### src/rtl/eag_pkg.sv
package eag_pkg;
  localparam int SHORT_DISP_W = 4;
  localparam int GBR_DISP_W   = 8;
  localparam int LONG_DISP_W  = 12;

  typedef enum logic [1:0] {
    MODE_DISP4  = 2'b00,
    MODE_DISP12 = 2'b01,
    MODE_INDEX  = 2'b10,
    MODE_GBR    = 2'b11
  } eagMode_e;

  typedef enum logic [1:0] {
    SZ_BYTE = 2'b00,
    SZ_WORD = 2'b01,
    SZ_LONG = 2'b10,
    SZ_BAD  = 2'b11
  } eagSize_e;

  typedef enum logic [1:0] {
    DW_NONE  = 2'b00,
    DW_SHORT = 2'b01,
    DW_MID   = 2'b10,
    DW_FULL  = 2'b11
  } dispWidth_e;

  typedef struct packed {
    logic       load;
    logic       useIndex;
    logic       useGbr;
    dispWidth_e dispWidth;
    logic [1:0] shiftAmt;
    logic       chkWord;
    logic       chkLong;
    logic       sizeBad;
  } eagStrobe_t;
endpackage

### src/rtl/eag_ctrl.sv
module eag_ctrl
  import eag_pkg::*;
(
  input  logic       clk,
  input  logic       rst,
  input  logic       inValid,
  input  logic [1:0] modeSel,
  input  logic [1:0] sizeSel,
  output eagStrobe_t strobe,
  output logic       outValid
);
  eagMode_e mode;
  eagSize_e size;
  logic     scaled;

  assign mode = eagMode_e'(modeSel);
  assign size = eagSize_e'(sizeSel);

  always_comb begin
    strobe          = '0;
    strobe.load     = inValid;
    scaled          = 1'b0;
    case (mode)
      MODE_DISP4: begin
        strobe.dispWidth = DW_SHORT;
        scaled           = 1'b1;
      end
      MODE_DISP12: begin
        strobe.dispWidth = DW_FULL;
      end
      MODE_INDEX: begin
        strobe.dispWidth = DW_NONE;
        strobe.useIndex  = 1'b1;
      end
      default: begin
        strobe.dispWidth = DW_MID;
        strobe.useGbr    = 1'b1;
        scaled           = 1'b1;
      end
    endcase
    case (size)
      SZ_WORD: begin
        strobe.chkWord  = 1'b1;
        strobe.shiftAmt = scaled ? 2'd1 : 2'd0;
      end
      SZ_LONG: begin
        strobe.chkLong  = 1'b1;
        strobe.shiftAmt = scaled ? 2'd2 : 2'd0;
      end
      SZ_BAD:  strobe.sizeBad = 1'b1;
      default: strobe.shiftAmt = 2'd0;
    endcase
  end

  always_ff @(posedge clk) begin
    if (rst) outValid <= 1'b0;
    else     outValid <= inValid;
  end
endmodule

### src/rtl/eag_dp.sv
module eag_dp
  import eag_pkg::*;
#(
  parameter int ADDR_W = 32,
  parameter int DISP_W = 12
) (
  input  logic              clk,
  input  logic              rst,
  input  eagStrobe_t        strobe,
  input  logic [ADDR_W-1:0] baseVal,
  input  logic [ADDR_W-1:0] indexVal,
  input  logic [ADDR_W-1:0] gbrVal,
  input  logic [DISP_W-1:0] dispRaw,
  output logic [ADDR_W-1:0] effAddr,
  output logic              misalign,
  output logic              sizeErr
);
  logic [ADDR_W-1:0] dispExt;
  logic [ADDR_W-1:0] dispScaled;
  logic [ADDR_W-1:0] baseOp;
  logic [ADDR_W-1:0] addOp;
  logic [ADDR_W-1:0] sum;
  logic              misNext;

  always_comb begin
    case (strobe.dispWidth)
      DW_SHORT: dispExt = ADDR_W'(dispRaw[SHORT_DISP_W-1:0]);
      DW_MID:   dispExt = ADDR_W'(dispRaw[GBR_DISP_W-1:0]);
      DW_FULL:  dispExt = ADDR_W'(dispRaw[LONG_DISP_W-1:0]);
      default:  dispExt = '0;
    endcase
  end

  assign dispScaled = dispExt << strobe.shiftAmt;
  assign baseOp     = strobe.useGbr ? gbrVal : baseVal;
  assign addOp      = strobe.useIndex ? indexVal : dispScaled;
  assign sum        = baseOp + addOp;
  assign misNext    = (strobe.chkWord & sum[0]) | (strobe.chkLong & (|sum[1:0]));

  always_ff @(posedge clk) begin
    if (rst) begin
      effAddr  <= '0;
      misalign <= 1'b0;
      sizeErr  <= 1'b0;
    end else if (strobe.load) begin
      effAddr  <= sum;
      misalign <= misNext;
      sizeErr  <= strobe.sizeBad;
    end
  end
endmodule

### src/rtl/ldst_eagen.sv
module ldst_eagen
  import eag_pkg::*;
#(
  parameter int ADDR_W = 32,
  parameter int DISP_W = 12
) (
  input  logic              clk,
  input  logic              rst,
  input  logic              inValid,
  input  logic [1:0]        modeSel,
  input  logic [1:0]        sizeSel,
  input  logic [ADDR_W-1:0] baseVal,
  input  logic [ADDR_W-1:0] indexVal,
  input  logic [ADDR_W-1:0] gbrVal,
  input  logic [DISP_W-1:0] dispRaw,
  output logic              outValid,
  output logic [ADDR_W-1:0] effAddr,
  output logic              misalign,
  output logic              sizeErr
);
  eagStrobe_t strobe;

  eag_ctrl u_ctrl (
    .clk      (clk),
    .rst      (rst),
    .inValid  (inValid),
    .modeSel  (modeSel),
    .sizeSel  (sizeSel),
    .strobe   (strobe),
    .outValid (outValid)
  );

  eag_dp #(.ADDR_W(ADDR_W), .DISP_W(DISP_W)) u_dp (
    .clk      (clk),
    .rst      (rst),
    .strobe   (strobe),
    .baseVal  (baseVal),
    .indexVal (indexVal),
    .gbrVal   (gbrVal),
    .dispRaw  (dispRaw),
    .effAddr  (effAddr),
    .misalign (misalign),
    .sizeErr  (sizeErr)
  );
endmodule

### config.mk
export PLATFORM = sky130hd
export DESIGN_NAME = ldst_eagen
export DESIGN_NICKNAME = d
export VERILOG_FILES = /design/src/rtl/eag_pkg.sv /design/src/rtl/eag_ctrl.sv /design/src/rtl/eag_dp.sv /design/src/rtl/ldst_eagen.sv
export SDC_FILE = /design/constraint.sdc
export NUM_CORES = 1
export LEC_CHECK = 0
export ABC_CLOCK_PERIOD_IN_PS = 3890
export BUFFER_PORTS_ARGS = -buffer_cell sky130_fd_sc_hd__buf_4
export CORE_MARGIN = 2
export CORE_UTILIZATION = 30
export CTS_CLUSTER_DIAMETER = 80
export DETAILED_ROUTE_END_ITERATION = 10
export HOLD_SLACK_MARGIN = 0.12
export PLACE_DENSITY_LB_ADDON = 0.15
export SLEW_MARGIN = 40
export SYNTH_ARGS = -nofsm -noshare
export SYNTH_HDL_FRONTEND = slang
export SYNTH_HIERARCHICAL = 1
export SYNTH_SLANG_ARGS = --single-unit
### constraint.sdc
create_clock -name clk -period 3.89 [get_ports clk]
set_clock_uncertainty 0.2 [all_clocks]
set_input_delay 0.1945 -clock clk [delete_from_list [all_inputs] [get_ports clk]]
set_output_delay 0.1945 -clock clk [all_outputs]
set_load 0.005 [all_outputs]
==> reports/results.ini, run 1 <==
[floorplanning]
initial_core_util_pct=30.3
die_area_um2=14800
pin_count=150
die_y_um=122
coreArea_um2=13700
row_count=43
die_x_um=122

[timing]
slew_headroom_pct=59.4
fmax_mhz=273
tightest_slew_ns=0.609
drv_slew=0
rsz0062_at_grt=false
finalSetupViolCount=0
post-route-period-util_pct=94.1
finalHoldViolCount=0
min_period_ns=3.66
holdWs_ns=0.126

[cts]
htree_levels=2
cts_made_buffers=5
root_buffer=clkbuf_16
cts_setup_buffers=0
clkLatencyLatePin_ns=0.28
cts.sinks=35
cts.path.max_buffers=2
clk_pin_slew_worst_paths_ns=0.06
cts_tree=done

[placed_design]
port_buffers=149
detailed_place_hpwl_mm=11.8
placed_area_um2=5660
dp_cells=873
globalplace.congestion=0.890

[hold_path]
hold_path.class=in -> reg

[finish]
layout-drive-gt1-share_pct=34.4
final_cell_mix=buf_4, nand2_1, nor2_1
fillers=1442
regArea_um2=701
syn_to_final_growth_pct=40.3
final_area_um2=5830
n_antenna_cell=0
stdcell_count=883
nets=856
layout_commonest_cell=buf_4
multi_input_area_um2=3270

[critical_path]
worst_setup_path_end_kind=register
crit_fanout=5
critPathRequiredTime_ns=3.92
start_kind=primary input
reg2reg_setup_slack_ns=2.79
critical_path_class=in -> reg
cp.arrival_ns=3.69

[global_route]
grt_max_degree=43
grt_pass1_vias=4522
antenna_found_initial=0
grt_pass1_wl_mm=22.6
gr-total-overflow=0
grt_usage_pct=19.0

[power]
power_density_nw_per_um2=271
max-vdd-ir-drop_mv=0.134
design_power_total_mw=1.58
p_leak_nw=2.70

[synthesis]
synthFlopType=dfxtp_1
synthesis.nets=693
synth-edff-count=0
ys_types=67
synthTopCellsByArea=dfxtp_1, ha_1, mux2_2, mux2i_1, a21oi_1
ys_seq_area_share_pct=16.9
ys_async_sr_fraction_pct=0
synthCells=539
synth_warnings=6
avgSynthCellArea_um2=7.71
ys_seq_elements=35
synthesis.area_um2=4160
synth_top_area_share_pct=16.9
yosysTopAreaCell=dfxtp_1

[route]
vias=4539
avgRoutedWirePerCell_um=16.2
drt-initial-drc-count=218
first_pass_iters=5
avgViaCountPerCell=5.14
drc=0
wl_mm=14.3
ant_nets=0

[run_status]
status=finished, final reports clean

[run]
drv_cap=0

-- cell usage after synthesis (10+ instances only) --
cell,n
nand2_1,45
nor2_1,45
a21oi_1,42
ha_1,38
dfxtp_1,35
mux2_2,33
o21ai_0,27
mux2i_1,23
clkbuf_1,22
and2_1,19
inv_1,19
nor3_1,14
a21o_1,13
nand2b_1,13
nand3_1,13
xnor2_1,11
xor2_1,10
-- per-stage QoR --
step / TNS, ns / worst slack, ns / util (%)
finish: 0 / 0.230 / 42.5
global route: 0 / 0.00780 / 42.5
CTS: 0 / 0.241 / 42.4
detailed placement: -0.109 / -0.0480 / 41.2
global placement: 0 / 0.0350 / 41.2
floorplan: 0 / 0.125 / -
-- report_power, final --
part | switching, mW | internal (mW) | total (mW) | leakage [nW]
Sequential | 0.0275 | 0.401 | 0.429 | 0.289
Combinational | 0.364 | 0.384 | 0.748 | 2.35
Clock | 0.168 | 0.237 | 0.405 | 0.0669
-- final timing paths --
kind,from,to,cells after the start
worst max-delay path,modeSel[0],u_dp/effAddr[14],17
worst min register to register,u_dp/effAddr[29],u_dp/effAddr[29],2
worst max register to register,u_dp/effAddr[19],u_dp/effAddr[19],2
worst min-delay path,rst,u_dp/effAddr[9],2
-- per-layer routing --
layer / vias up / share of wire [%] / routed length, um / global-route usage (%)
met4: 0 / 0.94 / 135 / 3.81
met1: 2084 / 47 / 6700 / 25.5
li1: 2299 / - / - / -
met3: 8 / 5.3 / 754 / 2.67
met2: 148 / 47 / 6740 / 32.8
met5: - / 0 / 0 / 0
-- what timing repair did --
| item | CTS | global route |
|---|---|---|
| hold endpoints to repair | 1 | 0 |
| gates resized for setup | 0 | 2 |
| hold buffers | 2 | 0 |
| endpoints found under the setup margin | 0 | 3 |
-- worst max-delay path: stages --
cell	delay, ns
buf_4	0.11
buf_4	0.13
ha_1	0.21
o21ba_1	0.33
nor2_1	0.08
nor3b_1	0.28
a22o_1	0.18
ha_1	0.16
inv_1	0.05
fa_1	0.41
nor2b_1	0.19
o2111ai_1	0.22
a21oi_1	0.25
or2_1	0.21
a21oi_1	0.10
or4_1	0.48
nand3_1	0.09
-- sequential cells by signal, indices dropped and copies added, names as in the netlist --
register,cells
u_dp/effAddr,32
u_dp/sizeErr,1
u_dp/misalign,1
u_ctrl/outValid,1
-- layout make-up --
type	instances	share of cell area, %
Tap cell	180	3.86
Sequential cell	35	12.0
Clock buffer	6	2.21
Multi-Input combinational cell	454	56.1
Inverter	19	1.22
Clock inverter	2	0.215
Timing Repair Buffer	187	24.4
-- logic make-up (layout without fill, tap and decap cells) --
family | Yosys count | count (layout) | synth area share [%]
multiplexers | 56 | 56 | 14.5
XOR/XNOR | 21 | 21 | 4.42
AO/OA/AOI/OAI | 150 | 150 | 24.5
adder cells (fa/ha/maj) | 39 | 39 | 11.9
buffers and inverters | 50 | 214 | 4.73
AND/OR/NAND/NOR | 188 | 188 | 23.1
flip-flops | 35 | 35 | 16.9
Note: power is estimated with default switching activity, not from simulation.
==> run 2, diff against run 1 <==
- CORE_MARGIN: 2 -> default
- GPL_ROUTABILITY_DRIVEN: default -> 0
==> run 2 against run 1 <==
Compared with the run above: register-to-register slack improved by 0.02 ns; non-clock buffer count down 5; cell count decreased by 1.2%; power is 2.5% lower; setup slack improved by 0.065 ns; via count about the same; flip-flop and latch count did not move; largest power group unchanged; clock power shrank 5%; critical endpoint is now u_dp/effAddr[31]; design area down 0.84%; critical path depth rose by 1; fmax is 1.8% higher.
==> reports/results.ini, run 2 (synthesis gave the netlist of run 1 again) <==
[cts]
cts_made_buffers=5  ; unchanged
cts_tree=done
clk_pin_slew_worst_paths_ns=0.05  ; about the same
clkLatencyLatePin_ns=0.28  ; about the same
cts.path.max_buffers=2  ; unchanged
htree_levels=2  ; unchanged
root_buffer=clkbuf_16
cts.sinks=35  ; unchanged

[critical_path]
start_kind=primary input
critical_path_class=in -> reg
critPathBufInv=4  ; +1
worst_setup_path_end_kind=register
path_delay_family=compound AO/OA/AOI/OAI gates
critPathMaxStageDelay_ns=0.42  ; -0.06 ns
crit_path_end=u_dp/effAddr[31]
cp.arrival_ns=3.54  ; -0.15 ns
critPathRequiredTime_ns=3.84  ; -0.08 ns
path_cells=buf_4 > inv_1 > ha_1 > nor2b_2 > buf_4 > buf_4 > mux2i_1 > nor3_1 > a31oi_1 > o21ai_0 > ha_1 > o21ai_0 > a21oi_1 > a311oi_2 > a211oi_2 > a311o_1 > xnor2_1 > o21ai_1
cp_slowest_cell=a311oi_2
r2r-start=u_dp/effAddr[24]
crit_fanout=11  ; +6
r2r_end=u_dp/effAddr[24]
cp-startpoint=modeSel[0]
crit_top_cell=buf_4
crit_cells=18  ; +1
reg2reg_setup_slack_ns=2.81  ; +0.02 ns
r2r_cells=3  ; +1

[floorplanning]
die_x_um=120  ; -1.6%
die_y_um=120  ; -1.6%
pin_count=150  ; unchanged
initial_core_util_pct=31.0  ; +0.72 points
row_count=42  ; -2.3%
die_area_um2=14300  ; -3.3%
coreArea_um2=13400  ; -2.3%

[route]
vias=4537  ; -0.044%
drc=0  ; unchanged
ant_nets=0  ; unchanged
drt-initial-drc-count=252  ; +16%
avgViaCountPerCell=5.20  ; +1.2%
wl_mm=13.4  ; -6.5%
avgRoutedWirePerCell_um=15.4  ; -5.3%
first_pass_iters=5  ; unchanged

[timing]
min_period_ns=3.60  ; -0.0646 ns
finalHoldViolCount=0  ; unchanged
post-route-period-util_pct=92.4  ; -1.7 points
drv_slew=0  ; unchanged
tightest_slew_ns=0.786  ; +0.176 ns
rsz0062_at_grt=false
slew_headroom_pct=47.4  ; -12 points
finalSetupViolCount=0  ; unchanged
fmax_mhz=278  ; +1.8%
setup_tns_ns=0  ; unchanged

[global_route]
use_met3_pct=3.37  ; +0.71 points
grt_pass1_wl_mm=21.1  ; -6.7%
grt_max_degree=43  ; unchanged
antenna_found_initial=0  ; unchanged
grtUsageMet2_pct=32.3  ; -0.50 points
grt_pass1_vias=4423  ; -2.2%
busiest_layer=met2
gr-total-overflow=0  ; unchanged
grt_use_met1_pct=22.5  ; -3.0 points
grt_usage_pct=18.4  ; -0.63 points

[finish]
layout-drive-gt1-share_pct=33.8  ; -0.66 points
syn_to_final_growth_pct=39.2
layout_commonest_cell=buf_4
largest_register_ffs=32  ; unchanged
fin_util_pct=43.2  ; +0.65 points
n_antenna_cell=0  ; unchanged
final_cell_mix=buf_4, nor2_1, nand2_1
nets=851  ; -0.58%
fillers=1360  ; -5.7%
top_register=u_dp/effAddr

[placed_design]
detailed_place_hpwl_mm=10.8  ; -7.9%
port_buffers=149  ; unchanged

[power]
max-vdd-ir-drop_mv=0.160  ; +20%
power_density_nw_per_um2=267  ; -1.7%
p_leak_nw=2.67  ; -1.0%

[run]
drv_cap=0  ; unchanged

[hold_path]
hold_path.class=in -> reg

[run_status]
status=finished, final reports clean

run 2: cell types whose count changed in the layout (fill, tap and decap cells not counted), sizes merged:
cell,previous run,this run
buf,185,179
dlygate4sd3,2,3
clkinv,1,0
clkbuf,6,5
run 2: final cells by class:
type / instances / area, um^2 / area share (%)
Multi-Input combinational cell: 454 / 3270 / 56.6
Inverter: 19 / 71.3 / 1.23
Tap cell: 176 / 220 / 3.81
Clock inverter: 1 / 7.51 / 0.130
Clock buffer: 5 / 125 / 2.16
Timing Repair Buffer: 182 / 1390 / 24.0
Sequential cell: 35 / 701 / 12.1
run 2: through the flow:
| stage | setup slack [ns] | cell area (um^2) | hold slack [ns] | instances | power, mW |
|---|---|---|---|---|---|
| floorplan | 0.125 | 4160 | 0.0661 | 539 | 0.851 |
| global placement | -0.00928 | 5590 | 0.250 | 861 | 1.14 |
| detailed placement | -0.0989 | 5590 | 0.250 | 861 | 1.15 |
| CTS | 0.178 | 5760 | 0.225 | 870 | 1.55 |
| global route | 0.0144 | 5780 | 0.243 | 872 | 1.64 |
| finish | 0.295 | 5780 | 0.219 | 872 | 1.54 |
run 2: per-layer routing:
metal,vias up,routed length (um)
met5,-,0
met4,0,277
met3,15,807
met2,171,6360
met1,2065,5960
li1,2286,-
run 2: what timing repair did:
| action | in CTS | in global routing |
|---|---|---|
| setup endpoints to repair | 0 | 12 |
| setup buffers | 0 | 2 |
| resized for setup | 0 | 3 |
| hold endpoints to repair | 4 | 0 |
| hold buffers | 3 | 0 |
run 2: power breakdown:
part	total, mW	leakage (nW)	internal (mW)	switching (mW)
clock network	0.386	0.0618	0.230	0.156
registers	0.426	0.289	0.401	0.0247
logic	0.730	2.32	0.373	0.357
total	1.54	2.67	1.00	0.537
run 2: worst min path at each step:
stage / startpoint / end / slack [ns] / cells after the start
final: inValid / u_ctrl/outValid / 0.22 / 2
after global routing: inValid / u_ctrl/outValid / 0.24 / 2
after CTS: inValid / u_ctrl/outValid / 0.23 / 2
after detailed placement: u_dp/effAddr[29] / u_dp/effAddr[29] / 0.25 / 2
after global placement: u_dp/effAddr[23] / u_dp/effAddr[23] / 0.25 / 2
after floorplan: rst / u_ctrl/outValid / 0.07 / 1
